`src/rtl/tbc_pkg.sv`:
```
// Package: shared constants for the prescaled time base counter.
// Assumes a 32-bit register port with byte lanes and word-aligned addresses.
package tbc_pkg;

    localparam int TBC_DATA_W  = 32;
    localparam int TBC_PRE_W   = 10;
    localparam int TBC_ADDR_W  = 12;
    localparam int TBC_EN_BIT  = 0;
    localparam int TBC_PRE_LSB = 8;

    localparam logic [TBC_ADDR_W-1:0] TBC_CNT_ADDR  = 12'h110;
    localparam logic [TBC_ADDR_W-1:0] TBC_CTRL_ADDR = 12'h10C;

endpackage

```
`src/rtl/tbc_prescaler.sv`:
```
// Module: prescaler phase counter.
// It produces a one-cycle tick every (period+1) clocks while en is high.
// A restart request or a low enable returns the phase to zero.
// The comparison uses >=, so lowering the period below the current phase
// ends the current period at once instead of running round the full range.
module tbc_prescaler #(
    parameter int PRE_W = 10
) (
    input  logic             clk,
    input  logic             rst_n,
    input  logic             en,
    input  logic             restart,
    input  logic [PRE_W-1:0] period,
    output logic             tick
);

    logic [PRE_W-1:0] phase_q;
    logic             at_end;

    // End of the current period.
    assign at_end = (phase_q >= period);

    // Tick is suppressed while stopped or while the phase restarts.
    assign tick = en && !restart && at_end;

    // Phase register: cleared on reset, on disable or on restart, and wraps at the period end.
    always_ff @(posedge clk) begin
        if (!rst_n) begin
            phase_q <= '0;
        end else if (!en || restart) begin
            phase_q <= '0;
        end else if (at_end) begin
            phase_q <= '0;
        end else begin
            phase_q <= phase_q + 1'b1;
        end
    end

    // A restart leaves the phase at zero on the next cycle.
    assert_phase_restart_R7: assert property (@(posedge clk) disable iff (!rst_n)
        restart |=> (phase_q == '0));

    // A stopped block holds the phase at zero.
    assert_phase_idle_R4: assert property (@(posedge clk) disable iff (!rst_n)
        !en |=> (phase_q == '0));

    // With a nonzero period, two ticks are never adjacent.
    assert_tick_spacing_R3: assert property (@(posedge clk) disable iff (!rst_n)
        (tick && (period != '0)) |=> (!tick || (period == '0)));

endmodule

```
`src/rtl/tbc_count_core.sv`:
```
// Module: byte-lane timestamp register.
// It takes the enable, the prescaler tick and a byte-enabled write.
// Priority: a low enable forces zero, then a write loads the enabled lanes
// (the other lanes hold), then a tick advances the whole word by one.
// Assumes CNT_W is a multiple of 8.
module tbc_count_core #(
    parameter int CNT_W = 32
) (
    input  logic               clk,
    input  logic               rst_n,
    input  logic               en,
    input  logic               tick,
    input  logic               wr,
    input  logic [CNT_W/8-1:0] be,
    input  logic [CNT_W-1:0]   wdata,
    output logic [CNT_W-1:0]   count
);

    localparam int LANES = CNT_W / 8;

    logic [CNT_W-1:0] count_q;
    logic [CNT_W-1:0] count_inc;
    logic [CNT_W-1:0] count_d;

    // Incremented word; the carry crosses lane borders, so it is formed once.
    assign count_inc = count_q + 1'b1;

    for (genvar g = 0; g < LANES; g++) begin : g_lane
        // Next value of one byte lane.
        always_comb begin
            if (!en) begin
                count_d[g*8 +: 8] = 8'h00;
            end else if (wr) begin
                count_d[g*8 +: 8] = be[g] ? wdata[g*8 +: 8] : count_q[g*8 +: 8];
            end else if (tick) begin
                count_d[g*8 +: 8] = count_inc[g*8 +: 8];
            end else begin
                count_d[g*8 +: 8] = count_q[g*8 +: 8];
            end
        end

        // A lane not selected by a write holds its value through that cycle.
        assert_lane_hold_R6: assert property (@(posedge clk) disable iff (!rst_n)
            (en && wr && !be[g]) |=> (count_q[g*8 +: 8] == $past(count_q[g*8 +: 8])));
    end

    // Timestamp register.
    always_ff @(posedge clk) begin
        if (!rst_n) begin
            count_q <= '0;
        end else begin
            count_q <= count_d;
        end
    end

    assign count = count_q;

    // A disabled block shows zero on the next cycle.
    assert_idle_zero_R4: assert property (@(posedge clk) disable iff (!rst_n)
        !en |=> (count_q == '0));

    // Without a write the count only holds or steps by one.
    assert_single_step_R2: assert property (@(posedge clk) disable iff (!rst_n)
        (en && !wr) |=> ((count_q == $past(count_q)) || (count_q == $past(count_q) + 1'b1)));

    // All-ones steps to zero.
    assert_wrap_zero_R9: assert property (@(posedge clk) disable iff (!rst_n)
        (en && !wr && tick && (count_q == '1)) |=> (count_q == '0));

endmodule

```
`src/rtl/tbc_regif.sv`:
```
// Module: register port for the time base.
// It holds the control word (enable and prescale), decodes timestamp writes
// and returns registered read data with unselected byte lanes masked to zero.
// Assumes one access per cycle and word-aligned addresses.
module tbc_regif import tbc_pkg::*; #(
    parameter int                  DATA_W    = TBC_DATA_W,
    parameter int                  PRE_W     = TBC_PRE_W,
    parameter int                  ADDR_W    = TBC_ADDR_W,
    parameter int                  EN_BIT    = TBC_EN_BIT,
    parameter int                  PRE_LSB   = TBC_PRE_LSB,
    parameter logic [ADDR_W-1:0]   CNT_ADDR  = TBC_CNT_ADDR,
    parameter logic [ADDR_W-1:0]   CTRL_ADDR = TBC_CTRL_ADDR
) (
    input  logic                clk,
    input  logic                rst_n,
    input  logic                bus_wr,
    input  logic                bus_rd,
    input  logic [ADDR_W-1:0]   bus_addr,
    input  logic [DATA_W/8-1:0] bus_be,
    input  logic [DATA_W-1:0]   bus_wdata,
    input  logic [DATA_W-1:0]   count,
    output logic                en,
    output logic [PRE_W-1:0]    period,
    output logic                cnt_wr,
    output logic [DATA_W-1:0]   bus_rdata
);

    localparam int LANES = DATA_W / 8;
    localparam logic [DATA_W-1:0] PRE_MASK  = {{(DATA_W-PRE_W){1'b0}}, {PRE_W{1'b1}}} << PRE_LSB;
    localparam logic [DATA_W-1:0] CTRL_MASK = PRE_MASK | (DATA_W'(1) << EN_BIT);

    logic              cnt_sel;
    logic              ctrl_sel;
    logic              ctrl_wr;
    logic [DATA_W-1:0] ctrl_q;
    logic [DATA_W-1:0] ctrl_merge;
    logic [DATA_W-1:0] lane_mask;
    logic [DATA_W-1:0] rd_word;

    // Address decode.
    assign cnt_sel  = (bus_addr == CNT_ADDR);
    assign ctrl_sel = (bus_addr == CTRL_ADDR);
    assign cnt_wr   = bus_wr && cnt_sel && (|bus_be);
    assign ctrl_wr  = bus_wr && ctrl_sel;

    for (genvar g = 0; g < LANES; g++) begin : g_lane
        // Expand each byte enable over its lane.
        assign lane_mask[g*8 +: 8] = {8{bus_be[g]}};
    end

    // Control word after a byte-enabled write; bits with no field stay zero.
    assign ctrl_merge = ((bus_wdata & lane_mask) | (ctrl_q & ~lane_mask)) & CTRL_MASK;

    // Control register.
    always_ff @(posedge clk) begin
        if (!rst_n) begin
            ctrl_q <= '0;
        end else if (ctrl_wr) begin
            ctrl_q <= ctrl_merge;
        end
    end

    assign en     = ctrl_q[EN_BIT];
    assign period = ctrl_q[PRE_LSB +: PRE_W];

    // Word selected by the read address.
    always_comb begin
        if (cnt_sel) begin
            rd_word = count;
        end else if (ctrl_sel) begin
            rd_word = ctrl_q;
        end else begin
            rd_word = '0;
        end
    end

    // Read data register: the masked word on a read, zero otherwise.
    always_ff @(posedge clk) begin
        if (!rst_n) begin
            bus_rdata <= '0;
        end else if (bus_rd) begin
            bus_rdata <= rd_word & lane_mask;
        end else begin
            bus_rdata <= '0;
        end
    end

    // Any write that does not target the control word leaves it untouched.
    assert_ctrl_kept_R8: assert property (@(posedge clk) disable iff (!rst_n)
        (bus_wr && !ctrl_sel) |=> ($stable(en) && $stable(period)));

    // No read request means zero read data in the next cycle.
    assert_rdata_idle_R10: assert property (@(posedge clk) disable iff (!rst_n)
        !bus_rd |=> (bus_rdata == '0));

    // A read with no byte lanes selected returns zero.
    assert_rdata_lanes_R10: assert property (@(posedge clk) disable iff (!rst_n)
        (bus_rd && (bus_be == '0)) |=> (bus_rdata == '0));

endmodule

```
`src/rtl/tbc_timebase.sv`:
```
// Module: top of the prescaled time base counter.
// It connects the register port, the prescaler and the byte-lane timestamp.
// Assumes a single clock domain and a synchronous active-low reset.
module tbc_timebase import tbc_pkg::*; #(
    parameter int                CNT_W     = TBC_DATA_W,
    parameter int                PRE_W     = TBC_PRE_W,
    parameter int                ADDR_W    = TBC_ADDR_W,
    parameter logic [ADDR_W-1:0] CNT_ADDR  = TBC_CNT_ADDR,
    parameter logic [ADDR_W-1:0] CTRL_ADDR = TBC_CTRL_ADDR
) (
    input  logic               clk,
    input  logic               rst_n,
    input  logic               bus_wr,
    input  logic               bus_rd,
    input  logic [ADDR_W-1:0]  bus_addr,
    input  logic [CNT_W/8-1:0] bus_be,
    input  logic [CNT_W-1:0]   bus_wdata,
    output logic [CNT_W-1:0]   bus_rdata,
    output logic [CNT_W-1:0]   time_now
);

    logic             en;
    logic [PRE_W-1:0] period;
    logic             cnt_wr;
    logic             tick;
    logic [CNT_W-1:0] count;

    tbc_regif #(
        .DATA_W    (CNT_W),
        .PRE_W     (PRE_W),
        .ADDR_W    (ADDR_W),
        .EN_BIT    (TBC_EN_BIT),
        .PRE_LSB   (TBC_PRE_LSB),
        .CNT_ADDR  (CNT_ADDR),
        .CTRL_ADDR (CTRL_ADDR)
    ) u_regif (
        .clk       (clk),
        .rst_n     (rst_n),
        .bus_wr    (bus_wr),
        .bus_rd    (bus_rd),
        .bus_addr  (bus_addr),
        .bus_be    (bus_be),
        .bus_wdata (bus_wdata),
        .count     (count),
        .en        (en),
        .period    (period),
        .cnt_wr    (cnt_wr),
        .bus_rdata (bus_rdata)
    );

    tbc_prescaler #(
        .PRE_W (PRE_W)
    ) u_prescaler (
        .clk     (clk),
        .rst_n   (rst_n),
        .en      (en),
        .restart (cnt_wr),
        .period  (period),
        .tick    (tick)
    );

    tbc_count_core #(
        .CNT_W (CNT_W)
    ) u_count (
        .clk   (clk),
        .rst_n (rst_n),
        .en    (en),
        .tick  (tick),
        .wr    (cnt_wr),
        .be    (bus_be),
        .wdata (bus_wdata),
        .count (count)
    );

    assign time_now = count;

    // Reset leaves the timestamp at zero.
    assert_reset_zero_R1: assert property (@(posedge clk)
        !rst_n |=> (time_now == '0));

endmodule

```
`config.mk`:
```
export PLATFORM = sky130hd
export DESIGN_NAME = tbc_timebase
export DESIGN_NICKNAME = d
export VERILOG_FILES = /design/src/rtl/tbc_pkg.sv /design/src/rtl/tbc_prescaler.sv /design/src/rtl/tbc_count_core.sv /design/src/rtl/tbc_regif.sv /design/src/rtl/tbc_timebase.sv
export SDC_FILE = /design/constraint.sdc
export NUM_CORES = 1
export LEC_CHECK = 0
export ABC_AREA = 1
export CAP_MARGIN = 10
export CORE_MARGIN = 2
export CORE_UTILIZATION = 40
export CTS_BUF_LIST = sky130_fd_sc_hd__clkbuf_8
export DETAILED_ROUTE_END_ITERATION = 10
export MAX_ROUTING_LAYER = met4
export PLACE_DENSITY_LB_ADDON = 0.2
export SLEW_MARGIN = 0
export SYNTH_ARGS = -nofsm -noshare
export SYNTH_HDL_FRONTEND = slang
export SYNTH_HIERARCHICAL = 1
export SYNTH_SLANG_ARGS = --single-unit
```
`constraint.sdc`:
```
create_clock -name clk -period 2.45 [get_ports clk]
set_input_delay 0.245 -clock clk [delete_from_list [all_inputs] [get_ports clk]]
set_output_delay 0.245 -clock clk [all_outputs]
set_load 0.02 [all_outputs]
```
==> flow_summary.yaml <==
drt:
  avgRoutedWirePerCell_um: 13.7
  vias: 4879
  vias_per_cell: 5.01
  drtIter0Drc: 258
  wl_um: 13400
  drtPass1Iterations: 5
  antenna_left: 0
  drc: 0
global_routing:
  grt-busiest-layer: "met2"
  met3_usage: 0.0374
  grt_remaining_overflow: 0
  grt_first_pass_wirelength_um: 21900
  grt_util_all_layers: 0.215
  met2_usage: 0.331
  first_global_vias: 4588
  gr-usage-met1: 0.285
  grt_max_degree: 36
  antenna_found_initial: 0
worst_setup_path:
  start_kind: "register"
  cp_max_fo: 35
  timing.rr.end: "u_count/count[8]"
  endpoint_kind: "register"
  cp_slowest_cell: "dfxtp_1"
  cp.arrival_ps: 2550
  worstPathCellList: "inv_1 -> ha_1 -> nand2_1 -> nor2_2 -> nand3_1 -> nand3_1 -> nand2_1 -> inv_1 -> nand2_4 -> inv_8 -> a21oi_2 -> buf_4 -> nor2_1 -> o21ai_0 -> a21oi_1"
  ff2ff_path_depth: 15
  cp.depth: 15
  cp_num_buf_inv: 4
  crit_family: "simple AND/OR/NAND/NOR gates"
  endpoint: "u_count/count[8]"
  cpPeakStageDelay_ps: 370
  required_ps: 2760
  r2r_slack_ps: 210
  path_class: "reg -> reg"
yosys:
  ys_seq_area_frac: 0.344
  yosysTopAreaCellShare: 0.344
  syn_inst: 701
  ys_seq_elements: 85
  yosysWarnings: 6
  synth_edf_count: 0
  syn_avg_cell_area_um2: 7.05
  async_reset_ff_frac: 0
  synth_cell_type_count: 45
  yosys.area.top_type: "dfxtp_1"
  syn_area_um2: 4940
  synth.area.top_cells: "dfxtp_1 (34%), nand2_1 (14%), nor2_1 (8.8%)"
  ys.flop_type: "dfxtp_1"
  synth_fp_nets: 765
sta:
  clock-skew-final_ps: 15.3
  slew_headroom: 0.669
  layout_min_cycle_time_ps: 2240
  setup_viol: 0
  worstMarginPinSlew_ps: 495
  fin_tns_setup_ps: 0
  hold_viol_final: 0
  rsz0062_at_grt: "true"
  drv_slew: 0
  finalCritPeriodShare: 0.914
  fmax_ghz: 0.447
hold_path:
  holdCritPathClass: "in -> reg"
  hold_start: "bus_wdata[1]"
placement:
  port_buffers: 115
  place.gp.congestion: 0.923
  place_inst: 958
  hpwlAfterDp_um: 10200
  place_area_um2: 6280
cts:
  path_clk_slew_ps: 90
  cts_buffer_depth: 2
  htree_num_levels: 3
  cts_tree: "built"
  cts.sinks: 85
  cts_root_buf: "clkbuf_8"
  cts_buffers: 9
  clock_latency_ps: 370
  cts_hold_buf: 0
power:
  irDropWorstVdd_uv: 291
  finalPower_w: 0.00262
  p_leak_nw: 2.34
  p_per_area_nw_per_um2: 403
floorplan:
  io_pins: 116
  start_util: 0.411
  core_area_um2: 12000
  die-area_um2: 13300
  placement_rows: 40
  die_y_um: 115
  die_width_um: 115
flow_run:
  drv_cap: 0
final_layout:
  area_growth_syn_to_layout_pct: 31.5
  nFillCells: 1161
  nets: 886
  stdcell_count: 974
  n_antenna_cell: 0
  design_area_um2: 6500
  drive_gt1_frac: 0.122
outcome:
  status: "completed"
per-layer routing:
layer / routed length [um] / up-vias
li1: - / 2479
met1: 6270 / 2198
met2: 6070 / 184
met3: 789 / 18
met4: 225 / 0
met5: 0 / -
where the power goes:
group,total [W],switching [W],internal (W),leakage (nW)
sequential,0.00138,0.0000000146,0.00138,0.684
combinational,0.000142,0.0000543,0.0000881,1.54
clock,0.00109,0.000524,0.000570,0.114
timing repair:
item                       in CTS  in global routing
setup buffers                   0                  0
setup endpoints to repair       0                 27
resized for setup               0                  2
Yosys cell counts (5+ instances only):
cell type and n:
nand2_2 10, nor3b_2 21, o21ai_0 11, nor2_1 116, inv_1 62, nor3_1 5
dfxtp_1 85, nand3_1 51, nor2_4 8, clkbuf_1 5, buf_4 6, a21oi_1 45
xor2_1 6, ha_1 12, buf_2 5, nor2_2 8, buf_6 5, or2_0 6
nand2_1 183
placed cells by master, fill, tap and decap left out, types with 8 or more instances in the layout:
master             n
nand2_1          183
clkdlybuf4s50_1  115
nor2_1           115
dfxtp_1           85
inv_1             63
nand3_1           51
a21oi_1           45
nor3b_2           21
buf_4             14
ha_1              12
o21ai_0           11
nand2_2           10
clkbuf_8           9
nor2_2             9
nor2_4             8
area by class of cell:
type / instances / area [um2] / area share
Clock buffer: 9 / 124 / 0.0191
Tap cell: 147 / 184 / 0.0283
Multi-Input combinational cell: 530 / 2840 / 0.438
Timing Repair Buffer: 131 / 1300 / 0.200
Clock inverter: 7 / 91.3 / 0.0141
Inverter: 65 / 256 / 0.0395
Sequential cell: 85 / 1700 / 0.262
per-stage QoR:
stage,worst slack (ps),hold slack [ps],util
floorplan,258,365,-
global placement,62.3,459,0.523
detailed placement,0.241,475,0.523
CTS,100,468,0.540
global route,-34.4,510,0.541
finish,211,483,0.541
worst min path at each step:
stage | end | slack [ps] | depth (start not counted)
6_report | u_count/count[1] | 480 | 3
5_1_grt | u_count/count[1] | 510 | 3
4_1_cts | u_count/count[1] | 470 | 3
3_5_place_dp | u_prescaler/phase_q[0] | 480 | 1
3_3_place_gp | u_prescaler/phase_q[0] | 460 | 1
2_1_floorplan | register | 370 | 2
logic make-up after synthesis:
| family | Yosys count | share of synthesized area |
|---|---|---|
| AOI/OAI and AO/OA | 75 | 0.0904 |
| xor gates and xnor gates | 10 | 0.0177 |
| adders and majority gates | 12 | 0.0304 |
| buffers and inverters | 86 | 0.0808 |
| DFF | 85 | 0.344 |
| and+or+nand+nor | 433 | 0.436 |
worst min-delay path, stage by stage:
cell and delay [ps]:
clkdlybuf4s50_1 410, nand2_1 70, a31oi_1 80
Power figures use the tool's default switching activity.
